--- src/rtl/split_arb_pkg.sv ---
package split_arb_pkg;
  typedef enum logic [1:0] {
    RESP_OKAY  = 2'b00,
    RESP_ERROR = 2'b01,
    RESP_RETRY = 2'b10,
    RESP_SPLIT = 2'b11
  } resp_e;
endpackage

--- src/rtl/prio_pick.sv ---
module prio_pick #(
  parameter int N     = 4,
  parameter int IDX_W = 2
) (
  input  logic [N-1:0]     vec_i,
  output logic             found_o,
  output logic [IDX_W-1:0] idx_o
);
  // lowest index wins
  always_comb begin
    found_o = 1'b0;
    idx_o   = '0;
    for (int i = N - 1; i >= 0; i--) begin
      if (vec_i[i]) begin
        found_o = 1'b1;
        idx_o   = IDX_W'(i);
      end
    end
  end
endmodule

--- src/rtl/split_mask.sv ---
module split_mask #(
  parameter int N     = 4,
  parameter int IDX_W = 2
) (
  input  logic             clk_i,
  input  logic             rst_ni,
  input  logic             set_i,
  input  logic [IDX_W-1:0] set_idx_i,
  input  logic [N-1:0]     rel_i,
  output logic [N-1:0]     mask_o
);
  logic [N-1:0] mask_q;

  for (genvar i = 0; i < N; i++) begin : g_bit
    always_ff @(posedge clk_i or negedge rst_ni) begin
      if (!rst_ni) begin
        mask_q[i] <= 1'b0;
      end else if (set_i && set_idx_i == IDX_W'(i)) begin
        mask_q[i] <= 1'b1;   // set wins over release
      end else if (rel_i[i]) begin
        mask_q[i] <= 1'b0;
      end
    end
  end

  assign mask_o = mask_q;
endmodule

--- src/rtl/retry_guard.sv ---
module retry_guard #(
  parameter int IDX_W = 2
) (
  input  logic             clk_i,
  input  logic             rst_ni,
  input  logic             set_i,
  input  logic [IDX_W-1:0] id_i,
  input  logic             clr_i,
  output logic             active_o,
  output logic [IDX_W-1:0] id_o
);
  logic             active_q;
  logic [IDX_W-1:0] id_q;

  always_ff @(posedge clk_i or negedge rst_ni) begin
    if (!rst_ni) begin
      active_q <= 1'b0;
      id_q     <= '0;
    end else if (set_i) begin
      active_q <= 1'b1;
      id_q     <= id_i;
    end else if (clr_i) begin
      active_q <= 1'b0;
    end
  end

  assign active_o = active_q;
  assign id_o     = id_q;
endmodule

--- src/rtl/split_arbiter.sv ---
module split_arbiter
  import split_arb_pkg::*;
#(
  parameter int NUM_MASTERS    = 4,
  parameter int DEFAULT_MASTER = NUM_MASTERS - 1,
  parameter int TAG_W          = $clog2(NUM_MASTERS)
) (
  input  logic                   clk_i,
  input  logic                   rst_ni,
  input  logic [NUM_MASTERS-1:0] req_i,
  input  logic                   ready_i,
  input  logic [1:0]             resp_i,
  input  logic [NUM_MASTERS-1:0] split_rel_i,
  output logic [NUM_MASTERS-1:0] grant_o,
  output logic [TAG_W-1:0]       owner_o
);
  localparam logic [TAG_W-1:0] DEF_TAG = TAG_W'(DEFAULT_MASTER);

  resp_e resp;
  assign resp = resp_e'(resp_i);

  logic [TAG_W-1:0]       owner_q, data_owner_q, owner_d;
  logic [NUM_MASTERS-1:0] mask_q, eligible, higher;
  logic                   retry_q;
  logic [TAG_W-1:0]       retry_id;
  logic                   split_hit, retry_hit;
  logic                   elig_found, hi_found;
  logic [TAG_W-1:0]       elig_idx, hi_idx;

  // responses are acted on in their first (ready low) cycle
  assign split_hit = (resp == RESP_SPLIT) && !ready_i;
  assign retry_hit = (resp == RESP_RETRY) && !ready_i;

  split_mask #(.N(NUM_MASTERS), .IDX_W(TAG_W)) u_mask (
    .clk_i     (clk_i),
    .rst_ni    (rst_ni),
    .set_i     (split_hit),
    .set_idx_i (data_owner_q),
    .rel_i     (split_rel_i),
    .mask_o    (mask_q)
  );

  retry_guard #(.IDX_W(TAG_W)) u_retry (
    .clk_i    (clk_i),
    .rst_ni   (rst_ni),
    .set_i    (retry_hit),
    .id_i     (data_owner_q),
    .clr_i    (ready_i),
    .active_o (retry_q),
    .id_o     (retry_id)
  );

  assign eligible = req_i & ~mask_q;

  for (genvar i = 0; i < NUM_MASTERS; i++) begin : g_higher
    assign higher[i] = eligible[i] && (TAG_W'(i) < retry_id);
  end

  prio_pick #(.N(NUM_MASTERS), .IDX_W(TAG_W)) u_pick_all (
    .vec_i   (eligible),
    .found_o (elig_found),
    .idx_o   (elig_idx)
  );

  prio_pick #(.N(NUM_MASTERS), .IDX_W(TAG_W)) u_pick_hi (
    .vec_i   (higher),
    .found_o (hi_found),
    .idx_o   (hi_idx)
  );

  always_comb begin
    if (retry_q && hi_found)      owner_d = hi_idx;
    else if (eligible[owner_q])   owner_d = owner_q;
    else if (elig_found)          owner_d = elig_idx;
    else                          owner_d = DEF_TAG;
  end

  always_ff @(posedge clk_i or negedge rst_ni) begin
    if (!rst_ni) begin
      owner_q      <= DEF_TAG;
      data_owner_q <= DEF_TAG;
    end else if (ready_i) begin
      owner_q      <= owner_d;
      data_owner_q <= owner_q;
    end
  end

  for (genvar i = 0; i < NUM_MASTERS; i++) begin : g_grant
    assign grant_o[i] = (owner_q == TAG_W'(i));
  end

  assign owner_o = owner_q;
endmodule

--- config.mk ---
export PLATFORM = sky130hd
export DESIGN_NAME = split_arbiter
export DESIGN_NICKNAME = d
export VERILOG_FILES = /design/src/rtl/split_arb_pkg.sv /design/src/rtl/prio_pick.sv /design/src/rtl/split_mask.sv /design/src/rtl/retry_guard.sv /design/src/rtl/split_arbiter.sv
export SDC_FILE = /design/constraint.sdc
export NUM_CORES = 1
export LEC_CHECK = 0
export ABC_AREA = 0
export BUFFER_PORTS_ARGS = -buffer_cell sky130_fd_sc_hd__buf_2
export CAP_MARGIN = 20
export CORE_MARGIN = 3
export CORE_UTILIZATION = 30
export CTS_CLUSTER_DIAMETER = 60
export DETAILED_ROUTE_END_ITERATION = 12
export GPL_TIMING_DRIVEN = 1
export PLACE_DENSITY = 0.59
export SYNTH_ARGS = -nofsm -noshare
export SYNTH_HDL_FRONTEND = slang
export SYNTH_SLANG_ARGS = --single-unit
export TNS_END_PERCENT = 100
--- constraint.sdc ---
create_clock -name clk_i -period 2 [get_ports clk_i]
set_clock_uncertainty 0.15 [all_clocks]
set_input_delay 0.4 -clock clk_i [delete_from_list [all_inputs] [get_ports clk_i]]
set_output_delay 0.4 -clock clk_i [all_outputs]
set_load 0.005 [all_outputs]
After elaboration in Yosys (flattened, before gate mapping)
Index checks and enable logic that the tools add are counted.
Word-level totals
  bits in registers: 11
  input bits: 13
  output and inout port bits: 6
  logic and storage cells: 75
Operators by class
  $lt $le $gt $ge: 5
  equal/unequal tests: 9
  mux-type cells: 31
  bitwise operators: 2
  reduce and logical (&&, ||, !) cells: 20
Operators by type and width (number)
  $mux 2: 11
  $mux 1: 19
  $eq 2x2->1 const B: 6
  $logic_and 1x1->1: 11
  $reduce_bool 2->1: 5
  $and 4x4->4: 1
  $eq 2x1->1 const B: 2
  $logic_not 2->1: 2
  $lt 1x2->1 const A: 2
  $lt 2x2->1 const A: 2
  $not 4->4: 1
  $lt 2x3->1 const B: 1
  $bmux 1 s2: 1
  $ne 2x2->1 const B: 1
  $reduce_and 2->1: 1
  $logic_not 1->1: 1

Longest topological paths before layout
  depth in word-level cells: 10
  mapped depth: 4
  gate-level depth less buffers: 4

By module
Synthesis repeated with hierarchy kept, for this count alone.
Second synthesis, totals
  cells, all modules: 72
  area, all modules: 718.2 µm²
By module, submodules not included
  split_arbiter: instances 1, cells each 35, area an instance 370.4 µm², sequential area each 105.1 µm²
  split_mask: instances 1, cells each 16, area an instance 167.7 µm², sequential area each 100.1 µm²
  retry_guard: instances 1, cells each 7, area an instance 110.1 µm², sequential area each 75.1 µm²
  prio_pick: instances 2, cells each 7, area an instance 35.0 µm², sequential area each 0.0 µm²

Worst setup path after synthesis
No wires, ideal clock.
  path type: reg2reg
  start point: register owner_q[1], in the netlist owner_o[1]
  end point: register owner_q[0], in the netlist owner_o[0]
  setup time: 0.085 ns
  data arrival time: 1.448 ns
  required time: 1.765 ns
  slack: 0.317 ns
  stages on the path, launching flop included: 5
  buffers on the path: 0
  period minus slack after synthesis: 1.683 ns
  cell sequence: dfstp_2 -> nor2b_1 -> a221o_1 -> o211ai_2 -> mux2_1
Between the ends
  word-level cells in the longest chain between the ends: 4
RTL lines
  start: declaration: line split_arbiter.sv:22  | logic [TAG_W-1:0] owner_q, data_owner_q, owner_d;
  start signal: assignment: line split_arbiter.sv:83  | owner_q <= owner_d;
  $bmux 1 s2: line split_arbiter.sv:73  | else if (eligible[owner_q]) owner_d = owner_q;
  $mux 1 (implied by the code): line split_arbiter.sv:73
  $ne 2x2->1 (no source line)
  $reduce_and 2->1 (no source line)
No other way between the ends. The select of a mux whose other input is x is not followed.
A chain may end at the register's enable or synchronous reset.

Worst setup path after layout
Ends and elaborated chain as after synthesis.

==> results.cfg <==
[outcome]
status = complete, no violations

[hold_path]
hold_path.class = in -> reg
min-delay-start = split_rel_i[3]
min_to = u_mask.mask_o[3]
hold_path_depth = 2

[finish]
layout-drive-gt1-share_pct = 38.5
nets = 92
diodes = 0
area_growth_pct = 28.1
utilization_pct = 41.5

[synth]
synth_area_leader_cell = dfrtp_1
yosysTopAreaCellShare_pct = 31.0
synth_area_per_cell_um2 = 10.3
syn_area_um2 = 566
synth_nets = 68
synth-main-ff-cell = dfrtp_1
syn-instance-count = 55
async_reset_ff_share_pct = 100
yosysWarningCount = 0
synth_cell_type_count = 22
yosysSeqAreaShare_pct = 49.6
synth-seq-cells = 11
synth_edf_count = 0
synthTopCellsByArea = dfrtp_1 (31%), dfstp_2 (19%), nor2b_1 (6.6%)

[die]
die_y_um = 49.4
dieArea_mm2 = 0.00244
boundaryPins = 19
rows = 15
core_area_mm2 = 0.00175
start_util_pct = 32.4
die_w_um = 49.4

[drt]
num_vias = 492
routed_wl_um = 1260
first_pass_iters = 4
drtIter0Drc = 9
drtAntennaViolNets = 0
drc = 0
routed_via_density = 4.78
wl_per_cell_um = 12.2

[timing]
setup-violations-final = 0
fmax_ghz = 0.568
timing.final.hold_violations = 0
rsz0062_at_grt = false
fin_crit_ns = 1.76
timing.hold.ws_ns = 0.155
timing.final.crit_share_pct = 88.0
tightestPinTransition_ns = 0.255
finalSetupTns_ns = 0
slew_viol_final = 0
slew_headroom_pct = 82.9

[placement]
hpwlAfterDp_um = 987
portBuffers = 18
place.gp.congestion = 0.819

[global_route]
grt_remaining_overflow = 0
grt_pass1_vias = 469
grt_max_degree = 12
grt_pass1_wl_um = 2030
grt_usage_pct = 10.8
antenna_found_initial = 0

[clock_network]
cts_tree = done
clockBufferDepth = 2
cts_buffers = 3
clkLatencyLatePin_ns = 0.27
htreeDepth = 1
hold_buffers = 1
postCtsSetupBuffers = 0
clk_pin_slew_worst_paths_ns = 0.08
cts.sink_count = 11
root_buffer = clkbuf_4
cts_resized = 0

[pwr]
power_uw = 811
ir_worst_vdd_v = 0.000439
leakagePower_uw = 0.000346
p_per_area_mw_per_mm2 = 1120

[critical_path]
crit_path_start_kind = register
cp_max_fo = 9
path_class = reg -> reg
r2r-start = owner_o[1]
r2r-end = owner_o[0]
reg2reg_depth = 4
arrival_ns = 1.80
critical_path.slowest_cell = dfstp_2
path_cells = nor2b_1 > a221o_1 > o211ai_2 > mux2_1
critPathMaxStageDelay_ns = 0.61
r2r_setup_slack_ns = 0.24
crit_required_ns = 2.04
cp-end-kind = register

[flow_run]
max_cap_violations = 0
## worst max-delay path: cells and delay by family (launching register included)
kind	cells	cell delay [ns]
AO/OA/AOI/OAI	2	0.51
multiplexers	1	0.34
AND/OR/NAND/NOR	1	0.08
flip-flops	1	0.61
## worst max path at each step
| stage | start | end | slack [ns] | depth (start not counted) |
|---|---|---|---|---|
| after floorplan | owner_o[1] | owner_o[0] | 0.32 | 4 |
| after global placement | req_i[1] | owner_o[1] | 0.25 | 5 |
| after detailed placement | req_i[1] | owner_o[1] | 0.23 | 5 |
| after CTS | owner_o[1] | owner_o[1] | 0.25 | 4 |
| after global routing | owner_o[1] | owner_o[0] | 0.16 | 4 |
| final | owner_o[1] | owner_o[0] | 0.24 | 4 |
## synth_stat cells (2+ instances only)
cell type,instances
and2_1,2
a21oi_1,2
nand2_1,3
inv_1,8
mux2_1,2
dfrtp_1,7
nor2_1,3
o32ai_1,4
o21ai_0,2
dfstp_2,4
mux2_2,2
nor2b_1,6
## routing by layer
metal / vias to the layer above / global-route usage (%) / part of all wire (%)
met2: 13 / 16.1 / 49
met3: 2 / 3.06 / 5.3
met4: 0 / 5.53 / 1.3
li1: 243 / - / -
met1: 234 / 14.2 / 45
met5: - / 0 / 0
## state kept, by name (all words and copies together), names as in the netlist
name,flops
data_owner_q,2
owner_o,2
u_mask.mask_o,4
u_retry.active_o,1
u_retry.id_o,2
## layout make-up
type                    count  area, um2
clock inverters             1       5.00
flip-flops and latches     11        280
clock buffers               3       22.5
repair buffers             19        100
inverters                   8       30.0
well taps                  25       31.3
fillers                   178       1020
multi-input cells          36        255
## cell usage in the layout (no fill, tap or decap), types with 2 or more instances in the layout
cell / Yosys / routed
inv_1: 8 / 8
clkbuf_4: 0 / 3
nor2_1: 3 / 3
and2_1: 2 / 2
buf_2: 0 / 18
o32ai_1: 4 / 4
dfstp_2: 4 / 4
nor2b_1: 6 / 6
mux2_1: 2 / 2
o21ai_0: 2 / 2
dfrtp_1: 7 / 7
a21oi_1: 2 / 2
nand2_1: 3 / 3
mux2_2: 2 / 2
## logic make-up after synthesis
logic type	share of synthesized area [%]
muxes	7.96
DFF	49.6
AOI/OAI and AO/OA	16.8
and+or+nand+nor	20.4
buffers and inverters	5.31
## where the power goes
part / switching [uW] / leakage (uW) / internal (uW)
sequential: 86.9 / 0.000135 / 317
clock: 75.8 / 0.0000177 / 73.9
combinational: 117 / 0.000193 / 141
## stage by stage
stage                     setup slack (ns)  cells  area (um2)
final                                0.240    103         724
after global routing                 0.157    103         724
after CTS                            0.248    103         724
after detailed placement             0.230     98         687
after global placement               0.251     98         687
after floorplan                      0.317     55         566
Power figures use the tool's default switching activity.
